**config.mk**
```make
export PLATFORM = sky130hd
export DESIGN_NAME = gpio_bank
export DESIGN_NICKNAME = d
export VERILOG_FILES = /design/src/rtl/gpio_bank_pkg.sv /design/src/rtl/gpio_bank_sync.sv /design/src/rtl/gpio_bank_pin.sv /design/src/rtl/gpio_bank_regs.sv /design/src/rtl/gpio_bank.sv
export SDC_FILE = /design/constraint.sdc
export NUM_CORES = 2
export LEC_CHECK = 0
export BUFFER_PORTS_ARGS = -buffer_cell sky130_fd_sc_hd__buf_4
export CAP_MARGIN = 20
export CORE_MARGIN = 2
export CORE_UTILIZATION = 60
export DETAILED_ROUTE_END_ITERATION = 12
export PLACE_DENSITY = 0.88
export SLEW_MARGIN = 20
export SYNTH_ARGS = -nofsm -noshare
export SYNTH_HDL_FRONTEND = slang
export SYNTH_SLANG_ARGS = --single-unit
```
**constraint.sdc**
```tcl
create_clock -name clk -period 2.84 [get_ports clk]
set_clock_uncertainty 0.15 [all_clocks]
set_input_delay 0.426 -clock clk [delete_from_list [all_inputs] [get_ports clk]]
set_output_delay 0.426 -clock clk [all_outputs]
set_load 0.02 [all_outputs]
```
**src/rtl/gpio_bank_pkg.sv**
```systemverilog
package gpio_bank_pkg;

  localparam int REG_COUNT = 17;

  // Word index of each register (byte offset = index * 4).
  typedef enum logic [4:0] {
    IX_SAMPLE    = 5'd0,
    IX_IN_EN     = 5'd1,
    IX_OUT_EN    = 5'd2,
    IX_OUT_VAL   = 5'd3,
    IX_PULL_EN   = 5'd4,
    IX_DRIVE     = 5'd5,
    IX_RISE_EN   = 5'd6,
    IX_RISE_PEND = 5'd7,
    IX_FALL_EN   = 5'd8,
    IX_FALL_PEND = 5'd9,
    IX_HIGH_EN   = 5'd10,
    IX_HIGH_PEND = 5'd11,
    IX_LOW_EN    = 5'd12,
    IX_LOW_PEND  = 5'd13,
    IX_ALT_EN    = 5'd14,
    IX_ALT_SEL   = 5'd15,
    IX_OUT_INV   = 5'd16
  } reg_ix_e;

  // One bit per interrupt kind for a single pin.
  typedef struct packed {
    logic rise;
    logic fall;
    logic high;
    logic low;
  } evt_t;

endpackage

```
**src/rtl/gpio_bank_sync.sv**
```systemverilog
module gpio_bank_sync #(
  parameter int WIDTH  = 64,
  parameter int STAGES = 2
) (
  input  logic             clk,
  input  logic             rst,
  input  logic [WIDTH-1:0] d,
  output logic [WIDTH-1:0] q
);

  logic [WIDTH-1:0] chain [STAGES];

  always_ff @(posedge clk) begin
    if (rst) begin
      for (int s = 0; s < STAGES; s++) chain[s] <= '0;
    end else begin
      chain[0] <= d;
      for (int s = 1; s < STAGES; s++) chain[s] <= chain[s-1];
    end
  end

  assign q = chain[STAGES-1];

endmodule

```
**src/rtl/gpio_bank_pin.sv**
```systemverilog
module gpio_bank_pin
  import gpio_bank_pkg::*;
(
  input  logic clk,
  input  logic rst,
  input  logic ext_in,
  input  logic ext_drv,
  input  logic in_en,
  input  logic out_en,
  input  logic out_val,
  input  logic out_inv,
  input  logic pull_en,
  input  evt_t ie,
  input  evt_t clr,
  output logic level_q,
  output logic short_q,
  output logic sample_q,
  output evt_t pend_q,
  output logic irq_q
);

  logic own_lvl;
  logic level_c;
  logic samp_c;
  evt_t set_c;
  evt_t pend_n;

  // Own drive, then three-way priority.
  assign own_lvl = out_en & (out_val ^ out_inv);

  always_comb begin
    if (ext_drv)     level_c = ext_in;
    else if (out_en) level_c = own_lvl;
    else             level_c = pull_en;
  end

  assign samp_c = in_en & level_c;

  always_comb begin
    set_c.rise = samp_c & ~sample_q;
    set_c.fall = ~samp_c & sample_q;
    set_c.high = samp_c;
    set_c.low  = ~samp_c;
    // A set in the same cycle as a clear wins.
    pend_n = evt_t'((pend_q & ~clr) | set_c);
  end

  always_ff @(posedge clk) begin
    if (rst) begin
      level_q  <= 1'b0;
      short_q  <= 1'b0;
      sample_q <= 1'b0;
      pend_q   <= '0;
      irq_q    <= 1'b0;
    end else begin
      level_q  <= level_c;
      short_q  <= ext_drv & out_en;
      sample_q <= samp_c;
      pend_q   <= pend_n;
      irq_q    <= |(pend_q & ie);
    end
  end

  AST_HIGH_STICKY: assert property (@(posedge clk) disable iff (rst)
    ($past(pend_q.high) && !$past(clr.high)) |-> pend_q.high);
  AST_LOW_STICKY: assert property (@(posedge clk) disable iff (rst)
    ($past(pend_q.low) && !$past(clr.low)) |-> pend_q.low);
  AST_RISE_ON_EDGE: assert property (@(posedge clk) disable iff (rst)
    $rose(sample_q) |-> pend_q.rise);
  AST_FALL_ON_EDGE: assert property (@(posedge clk) disable iff (rst)
    $fell(sample_q) |-> pend_q.fall);
  AST_SAMPLE_GATED: assert property (@(posedge clk) disable iff (rst)
    !$past(in_en) |-> !sample_q);
  AST_EXT_WINS: assert property (@(posedge clk) disable iff (rst)
    short_q |-> (level_q == $past(ext_in)));
  AST_IRQ_NEEDS_EN: assert property (@(posedge clk) disable iff (rst)
    irq_q |-> $past(|ie));

endmodule

```
**src/rtl/gpio_bank_regs.sv**
```systemverilog
module gpio_bank_regs
  import gpio_bank_pkg::*;
#(
  parameter int NPINS  = 32,
  parameter int DATA_W = 32,
  parameter int ADDR_W = 8
) (
  input  logic                    clk,
  input  logic                    rst,
  input  logic                    bus_wr,
  input  logic                    bus_rd,
  input  logic [ADDR_W-1:0]       bus_addr,
  input  logic [DATA_W-1:0]       bus_wdata,
  output logic [DATA_W-1:0]       bus_rdata,
  output logic                    bus_bad,
  output logic [NPINS-1:0]        in_en,
  output logic [NPINS-1:0]        out_en,
  output logic [NPINS-1:0]        out_val,
  output logic [NPINS-1:0]        pull_en,
  output logic [NPINS-1:0]        out_inv,
  output evt_t [NPINS-1:0]        ie,
  output evt_t [NPINS-1:0]        clr,
  input  logic [NPINS-1:0]        sample,
  input  evt_t [NPINS-1:0]        pend
);

  localparam int IDX_W = ADDR_W - 2;

  logic [IDX_W-1:0] idx;
  logic             mapped;
  reg_ix_e          ix;
  logic             wr_ok;
  logic             bad_c;
  logic [NPINS-1:0] wd;

  logic [NPINS-1:0] drive_q, alt_en_q, alt_sel_q;
  logic [NPINS-1:0] rise_en_q, fall_en_q, high_en_q, low_en_q;
  logic [NPINS-1:0] rise_p, fall_p, high_p, low_p;
  logic [DATA_W-1:0] rd_mux;

  assign idx    = bus_addr[ADDR_W-1:2];
  assign mapped = (bus_addr[1:0] == 2'b00) && (idx < IDX_W'(REG_COUNT));
  assign ix     = reg_ix_e'(idx[4:0]);
  assign wr_ok  = bus_wr && mapped && (ix != IX_SAMPLE);
  assign bad_c  = ((bus_wr || bus_rd) && !mapped) ||
                  (bus_wr && mapped && (ix == IX_SAMPLE));
  assign wd     = bus_wdata[NPINS-1:0];

  // Plain storage registers.
  always_ff @(posedge clk) begin
    if (rst) begin
      in_en     <= '0;
      out_en    <= '0;
      out_val   <= '0;
      pull_en   <= '0;
      out_inv   <= '0;
      drive_q   <= '0;
      alt_en_q  <= '0;
      alt_sel_q <= '0;
      rise_en_q <= '0;
      fall_en_q <= '0;
      high_en_q <= '0;
      low_en_q  <= '0;
    end else if (wr_ok) begin
      case (ix)
        IX_IN_EN:   in_en     <= wd;
        IX_OUT_EN:  out_en    <= wd;
        IX_OUT_VAL: out_val   <= wd;
        IX_PULL_EN: pull_en   <= wd;
        IX_DRIVE:   drive_q   <= wd;
        IX_RISE_EN: rise_en_q <= wd;
        IX_FALL_EN: fall_en_q <= wd;
        IX_HIGH_EN: high_en_q <= wd;
        IX_LOW_EN:  low_en_q  <= wd;
        IX_ALT_EN:  alt_en_q  <= wd;
        IX_ALT_SEL: alt_sel_q <= wd;
        IX_OUT_INV: out_inv   <= wd;
        default: ;
      endcase
    end
  end

  // Per-pin bundling of enables, clears and pending flags.
  for (genvar i = 0; i < NPINS; i++) begin : g_pack
    assign ie[i].rise  = rise_en_q[i];
    assign ie[i].fall  = fall_en_q[i];
    assign ie[i].high  = high_en_q[i];
    assign ie[i].low   = low_en_q[i];
    assign clr[i].rise = wr_ok && (ix == IX_RISE_PEND) && wd[i];
    assign clr[i].fall = wr_ok && (ix == IX_FALL_PEND) && wd[i];
    assign clr[i].high = wr_ok && (ix == IX_HIGH_PEND) && wd[i];
    assign clr[i].low  = wr_ok && (ix == IX_LOW_PEND)  && wd[i];
    assign rise_p[i]   = pend[i].rise;
    assign fall_p[i]   = pend[i].fall;
    assign high_p[i]   = pend[i].high;
    assign low_p[i]    = pend[i].low;
  end

  function automatic logic [DATA_W-1:0] widen(input logic [NPINS-1:0] v);
    logic [DATA_W-1:0] r;
    r = '0;
    r[NPINS-1:0] = v;
    return r;
  endfunction

  always_comb begin
    case (ix)
      IX_SAMPLE:    rd_mux = widen(sample);
      IX_IN_EN:     rd_mux = widen(in_en);
      IX_OUT_EN:    rd_mux = widen(out_en);
      IX_OUT_VAL:   rd_mux = widen(out_val);
      IX_PULL_EN:   rd_mux = widen(pull_en);
      IX_DRIVE:     rd_mux = widen(drive_q);
      IX_RISE_EN:   rd_mux = widen(rise_en_q);
      IX_RISE_PEND: rd_mux = widen(rise_p);
      IX_FALL_EN:   rd_mux = widen(fall_en_q);
      IX_FALL_PEND: rd_mux = widen(fall_p);
      IX_HIGH_EN:   rd_mux = widen(high_en_q);
      IX_HIGH_PEND: rd_mux = widen(high_p);
      IX_LOW_EN:    rd_mux = widen(low_en_q);
      IX_LOW_PEND:  rd_mux = widen(low_p);
      IX_ALT_EN:    rd_mux = widen(alt_en_q);
      IX_ALT_SEL:   rd_mux = widen(alt_sel_q);
      IX_OUT_INV:   rd_mux = widen(out_inv);
      default:      rd_mux = '0;
    endcase
  end

  always_ff @(posedge clk) begin
    if (rst) begin
      bus_rdata <= '0;
      bus_bad   <= 1'b0;
    end else begin
      bus_rdata <= (bus_rd && mapped) ? rd_mux : '0;
      bus_bad   <= bad_c;
    end
  end

  AST_BAD_READ_ZERO: assert property (@(posedge clk) disable iff (rst)
    $past(bus_rd && !mapped) |-> (bus_rdata == '0));
  AST_IDLE_READ_ZERO: assert property (@(posedge clk) disable iff (rst)
    !$past(bus_rd) |-> (bus_rdata == '0));

endmodule

```
**src/rtl/gpio_bank.sv**
```systemverilog
module gpio_bank
  import gpio_bank_pkg::*;
#(
  parameter int NPINS       = 32,
  parameter int DATA_W      = 32,
  parameter int ADDR_W      = 8,
  parameter int SYNC_STAGES = 2
) (
  input  logic              clk,
  input  logic              rst,
  input  logic              bus_wr,
  input  logic              bus_rd,
  input  logic [ADDR_W-1:0] bus_addr,
  input  logic [DATA_W-1:0] bus_wdata,
  output logic [DATA_W-1:0] bus_rdata,
  output logic              bus_bad,
  input  logic [NPINS-1:0]  pin_in,
  input  logic [NPINS-1:0]  pin_drv,
  output logic [NPINS-1:0]  pin_level,
  output logic [NPINS-1:0]  pin_short,
  output logic [NPINS-1:0]  pin_irq
);

  localparam int SYNC_W = 2 * NPINS;

  logic [NPINS-1:0] in_en, out_en, out_val, pull_en, out_inv;
  logic [NPINS-1:0] in_s, drv_s, sample;
  evt_t [NPINS-1:0] ie, clr, pend;

  gpio_bank_sync #(.WIDTH(SYNC_W), .STAGES(SYNC_STAGES)) u_sync (
    .clk (clk),
    .rst (rst),
    .d   ({pin_drv, pin_in}),
    .q   ({drv_s, in_s})
  );

  gpio_bank_regs #(.NPINS(NPINS), .DATA_W(DATA_W), .ADDR_W(ADDR_W)) u_regs (
    .clk       (clk),
    .rst       (rst),
    .bus_wr    (bus_wr),
    .bus_rd    (bus_rd),
    .bus_addr  (bus_addr),
    .bus_wdata (bus_wdata),
    .bus_rdata (bus_rdata),
    .bus_bad   (bus_bad),
    .in_en     (in_en),
    .out_en    (out_en),
    .out_val   (out_val),
    .pull_en   (pull_en),
    .out_inv   (out_inv),
    .ie        (ie),
    .clr       (clr),
    .sample    (sample),
    .pend      (pend)
  );

  for (genvar i = 0; i < NPINS; i++) begin : g_pin
    gpio_bank_pin u_pin (
      .clk      (clk),
      .rst      (rst),
      .ext_in   (in_s[i]),
      .ext_drv  (drv_s[i]),
      .in_en    (in_en[i]),
      .out_en   (out_en[i]),
      .out_val  (out_val[i]),
      .out_inv  (out_inv[i]),
      .pull_en  (pull_en[i]),
      .ie       (ie[i]),
      .clr      (clr[i]),
      .level_q  (pin_level[i]),
      .short_q  (pin_short[i]),
      .sample_q (sample[i]),
      .pend_q   (pend[i]),
      .irq_q    (pin_irq[i])
    );
  end

  AST_BAD_IS_PULSE_SRC: assert property (@(posedge clk) disable iff (rst)
    bus_bad |-> $past(bus_wr || bus_rd));

endmodule

```
Word-level counts from Yosys, hierarchy flattened
Memory sizes are Yosys's and may differ from the RTL's.
Index checks and enable logic that the tools add are counted.
{"block": "totals", "register_bits": 673, "ram_bits": 128, "wordCells": 934, "n_memories": 1}
{"memory": "u_sync.chain", "words": 2, "word_bits": 64, "rd": 2, "rd_clocked_by_memory_dff": 0, "wr": 2, "line_no": "gpio_bank_sync.sv:11", "source": "logic [WIDTH-1:0] chain [STAGES];"}
{"block": "op_classes", "n_lt_le_gt_ge": 1, "n_eq_ne": 16, "n_mux": 70, "n_bitwise": 387, "n_reduce_logical": 189}
{"operator": "32-bit one-hot mux with 17 select lines", "n": 1}
{"operator": "4-bit bitwise AND", "n": 64}
{"operator": "1-bit bitwise AND", "n": 160}
{"operator": "1-bit logical AND", "n": 138}
{"operator": "64-bit two-way mux", "n": 2}
{"operator": "4-bit inverter", "n": 32}
{"operator": "4-bit bitwise OR", "n": 32}
{"operator": "4-bit OR reduction", "n": 32}
{"operator": "1-bit two-way mux", "n": 67}
{"operator": "1-bit inverter", "n": 65}
{"operator": "5-bit by 4-bit equality test with 1-bit output, second input constant", "n": 8}
{"operator": "1-bit bitwise XOR", "n": 32}
{"operator": "2-bit AND reduction", "n": 12}
{"operator": "5-bit by 3-bit equality test with 1-bit output, second input constant", "n": 4}
{"operator": "5-bit by 2-bit equality test with 1-bit output, second input constant", "n": 2}
{"operator": "6-bit by 5-bit less-than comparator with 1-bit output, second input constant", "n": 1}
{"operator": "5-bit by 1-bit equality test with 1-bit output, second input constant", "n": 1}
{"operator": "5-bit equality test, second input constant", "n": 1}
{"operator": "5-bit logical NOT", "n": 1}
{"operator": "5-bit nonzero test", "n": 1}
{"operator": "2-bit logical NOT", "n": 1}
{"operator": "1-bit logical OR", "n": 2}
{"operator": "1-bit bitwise OR", "n": 2}
{"operator": "2-bit OR reduction", "n": 1}
{"operator": "1-bit logical NOT", "n": 1}

Depth between registers and ports, before layout
{"block": "depth", "ltp_word": 9, "depth_mapped": 9, "mapped_depth_nobuf": 5}

Modules after synthesis
A second synthesis with hierarchy kept.
{"block": "unflattened", "cells_unflattened": 3872, "hier_area_um2": 33118.0}
{"module": "gpio_bank_regs", "n_inst": 1, "cells_each": 2418, "area_each_um2": 18642.9, "seq_area_each_um2": 8348.0}
{"module": "gpio_bank_pin", "n_inst": 32, "cells_each": 35, "area_each_um2": 329.1, "seq_area_each_um2": 160.2}
{"module": "gpio_bank_sync", "n_inst": 1, "cells_each": 334, "area_each_um2": 3945.0, "seq_area_each_um2": 2562.5}

Worst setup path before layout
Ideal clock, no wire load.
{"block": "synth_path", "path_kind": "input to register", "startpoint": "input port bus_addr[5]", "endpoint": "register u_regs.alt_sel_q[10]", "setup_time_ns": 0.128, "arrival_ns": 1.880, "required_time_ns": 2.562, "slack_ns": 0.682, "cell_stages": 7, "path_buffers": 2, "cell_sequence": "buf_6 o41ai_4 nand2_2 nor3_4 buf_8 mux2i_1 nor2_1"}
{"block": "synth_between", "elab_chain_cells": 5}
{"item": "from (decl)", "line_no": "gpio_bank.sv:13", "source": "input logic [ADDR_W-1:0] bus_addr,"}
{"item": "6-bit by 5-bit less-than comparator with 1-bit output", "line_no": "gpio_bank_regs.sv:42", "source": "assign mapped = (bus_addr[1:0] == 2'b00) && (idx < IDX_W'(REG_COUNT));"}
{"item": "1-bit logical AND", "line_no": "gpio_bank_regs.sv:42"}
{"item": "1-bit logical AND (2 in series)", "line_no": "gpio_bank_regs.sv:44", "source": "assign wr_ok = bus_wr && mapped && (ix != IX_SAMPLE);"}
{"item": "2-bit AND reduction (no line) (*)"}
{"item": "to (signal assigned)", "line_no": "gpio_bank_regs.sv:76", "source": "IX_ALT_SEL: alt_sel_q <= wd;"}
{"item": "to (decl)", "line_no": "gpio_bank_regs.sv:36", "source": "logic [NPINS-1:0] drive_q, alt_en_q, alt_sel_q;"}
Mark *: on every way between the ends. The rest lies on a longest branch, timed or not.
A chain may end at the register's enable or synchronous reset.

Worst setup path after layout
{"block": "layout_path", "startpoint": "register u_regs.out_val[21]", "endpoint": "register g_pin[21].u_pin.pend_q[1] (netlist bit)"}
{"block": "layout_between", "elab_chain_cells": 6}
{"item": "from (decl)", "line_no": "gpio_bank_regs.sv:18", "source": "output logic [NPINS-1:0] out_val,"}
{"item": "from (signal assigned)", "line_no": "gpio_bank_regs.sv:68", "source": "IX_OUT_VAL: out_val <= wd;"}
{"item": "1-bit bitwise XOR", "line_no": "gpio_bank_pin.sv:29", "source": "assign own_lvl = out_en & (out_val ^ out_inv);"}
{"item": "1-bit bitwise AND", "line_no": "gpio_bank_pin.sv:29"}
{"item": "1-bit two-way mux", "line_no": "gpio_bank_pin.sv:33", "source": "else if (out_en) level_c = own_lvl;"}
{"item": "1-bit two-way mux", "line_no": "gpio_bank_pin.sv:32", "source": "if (ext_drv) level_c = ext_in;"}
{"item": "1-bit bitwise AND", "line_no": "gpio_bank_pin.sv:37", "source": "assign samp_c = in_en & level_c;"}
{"item": "4-bit bitwise OR", "line_no": "gpio_bank_pin.sv:45", "source": "pend_n = evt_t'((pend_q & ~clr) | set_c);"}
{"item": "to (signal assigned)", "line_no": "gpio_bank_pin.sv:59", "source": "pend_q <= pend_n;"}
{"item": "to (decl)", "line_no": "gpio_bank_pin.sv:18", "source": "output evt_t pend_q,"}
Every way passes these cells.

==> impl_metrics.tcl <==
set metrics [dict create \
    syn_area_um2 32000 \
    routabilityCongestion 0.981 \
    die_w_um 235 \
    gr-usage-all-layers_pct 37.4 \
    end_kind "flip-flop" \
    clock_path_buffers 3 \
    synth_fa_ha_area_share_pct 0 \
    cp-start-kind "flip-flop" \
    fmax_mhz 446 \
    yosysSeqAreaShare_pct 50.1 \
    cts_tree "built" \
    drive_gt1_share_pct 16.8 \
    fin_hold_ws_ns 0.0648 \
    grt_pass1_vias 27300 \
    min_period_over_period_pct 78.9 \
    cts-buffers-inserted 79 \
    peakVddDrop_mv 0.603 \
    synth_cell_types 60 \
    dieArea_um2 55200 \
    syn_to_final_growth_pct 18.3 \
    finalSetupViolations 0 \
    relSlewSlack_pct 28.3 \
    synth_top_family_by_area "simple AND/OR/NAND/NOR gates" \
    cap_violations 0 \
    first_pass_iters 8 \
    crit_type "flip-flop to flip-flop" \
    rsz0062_at_grt "no" \
    multi_input_area_um2 13800 \
    worst-slew-pin-transition_ns 1.08 \
    synth_mux_area_share_pct 8.59 \
    fin_total_pwr_mw 23.7 \
    synth_cells 3456 \
    cts_setup_buffers 0 \
    ant_nets 0 \
    path_clk_slew_ns 0.06 \
    p_leak_nw 13.7 \
    grt_first_pass_wirelength_mm 161 \
    initial_utilization_pct 60.8 \
    synth-simple-area-share_pct 16.9 \
    viasPerCell 6.46 \
    final_nets 3730 \
    dpl.hpwl_mm 65.5 \
    ys_ff_latch 801 \
    antenna_found_initial 6 \
    fill_cells 3499 \
    die_h_um 235 \
    worst-path-max-fanout 4 \
    vias 28300 \
    drv_slew 0 \
    async_flop_share_pct 0 \
    ctsHoldBuffers 98 \
    timing.rr.start "u_regs.out_val[21]" \
    synth_edf_count 0 \
    synthFlopType "dfxtp_1" \
    grt_overflow 0 \
    wirelength_mm 108 \
    drc 0 \
    period_needed_ns 2.24 \
    placed_area_um2 34000 \
    required_ns 3.24 \
    outcome "finished clean" \
    worst_ep_arrival_time_ns 2.64 \
    post-route-cell-area_um2 37900 \
    cts_sinks 801 \
    top_regs "g_pin.u_pin.pend_q x128, u_sync.chain x128" \
    drt_iter0_drc 4778 \
    root_buffer "clkbuf_16" \
    insertion_delay_ns 0.65 \
    cellPowerDensity_nw_per_um2 627 \
    htreeDepth 3 \
    syn-num-nets 3564 \
    rows 84 \
    min_from "rst" \
    post_cts_resized 0 \
    yosysWarnings 0 \
    pin_count 237 \
    coreArea_um2 52700 \
    setup_tns_ns 0 \
    grt_max_degree 110 \
    synth_xor_area_share_pct 0.876 \
    synth_compound_area_share_pct 16.3 \
    finalHoldViolCount 0 \
    portBuffers 236 \
    routedWlPerCell_um 24.6 \
    synth.avg_cell_area_um2 9.26 \
    hp-class "primary input to flip-flop" \
    crit_path_start "u_regs.out_val[21]" \
    final-seq-area_um2 16000 \
]
[layout by cell type (no fill, tap or decap), types with 11 or more instances in the layout]
cell | synthesis | routed
clkbuf_16 | 0 | 83
buf_12 | 0 | 38
mux2_2 | 13 | 13
a22oi_1 | 251 | 251
o21ai_0 | 37 | 37
and2_1 | 37 | 34
a31o_2 | 49 | 49
o31a_1 | 12 | 12
dlygate4sd3_1 | 0 | 98
nor2_1 | 364 | 362
o21a_1 | 41 | 41
clkbuf_8 | 0 | 17
a221oi_1 | 19 | 19
dfxtp_1 | 801 | 801
nand2_1 | 489 | 484
and3_1 | 46 | 41
xnor2_1 | 32 | 32
nor3_4 | 6 | 11
mux2i_1 | 260 | 260
nor3_1 | 44 | 43
clkbuf_1 | 155 | 13
nor2b_1 | 134 | 132
nand4_1 | 22 | 22
a22o_1 | 22 | 22
a211oi_1 | 36 | 36
buf_4 | 140 | 337
a21oi_1 | 237 | 237
[worst max-delay path: stages, from the launching register on]
cell and delay [ns]:
dfxtp_1 0.35, xnor2_1 0.52, a211oi_1 0.21, o21ai_0 0.56
nor2_1 0.13, a31o_2 0.24
[cells by family after synthesis]
family | count (synthesis)
and+or+nand+nor | 1191
DFF | 801
AOI/OAI and AO/OA | 759
buffers and inverters | 400
muxes | 273
xor gates and xnor gates | 32
[through the flow]
step           utilization (%)  setup slack (ns)  cells
3_5_place_dp              64.6             0.223   4131
2_1_floorplan                -             0.682   3456
5_1_grt                   71.9             0.628   4377
3_3_place_gp              64.6             0.292   4131
4_1_cts                   71.9             0.842   4374
6_report                  71.9             0.599   4380
[final cells by class]
class	instances	area share (%)
well taps	688	2.27
multi-input cells	2255	36.4
flip-flops and latches	801	42.4
clock buffers	113	6.23
repair buffers	474	11.3
inverters	11	0.116
clock inverters	32	1.24
diodes	6	0.0397
[routing by layer]
layer  track usage (%)  wire (um)  part of all wire [%]  vias up
met4              25.8       8360                   7.8        4
met1              46.5      37500                    35    13100
met3              11.8      16100                    15      676
met2              55.4      45600                    42     2346
met5                 0         23                 0.021        -
li1                  -          -                     -    12200
[where the power goes]
part	switching (mW)	leakage [nW]	internal, mW
Clock	4.57	1.37	6.73
Sequential	0.0577	6.49	11.4
Combinational	0.633	5.88	0.380
[final timing paths]
| path | endpoint | slack (ns) | cells past startpoint |
|---|---|---|---|
| min reg2reg | u_sync.chain[0][83] | 0.28 | 1 |
| max reg2reg | g_pin[21].u_pin.pend_q[1] | 0.60 | 5 |
| min | u_regs.out_en[26] | 0.06 | 2 |
| max | g_pin[21].u_pin.pend_q[1] | 0.60 | 5 |
[Yosys cell counts (22+ instances only)]
master / n / area (um^2)
dfxtp_1: 801 / 16000
a211oi_1: 36 / 270
buf_4: 140 / 1050
a22o_1: 22 / 193
nor2_1: 364 / 1370
o21a_1: 41 / 308
buf_6: 23 / 259
a22oi_1: 251 / 1880
and2_1: 37 / 231
a21oi_1: 237 / 1190
and3_1: 46 / 288
clkbuf_1: 155 / 582
o21ai_0: 37 / 185
xnor2_1: 32 / 280
nor2b_1: 134 / 838
a31o_2: 49 / 429
nor3_1: 44 / 220
buf_2: 65 / 325
nand4_1: 22 / 138
mux2i_1: 260 / 2600
nand2_1: 489 / 1840
Power figures use the tool's default switching activity.
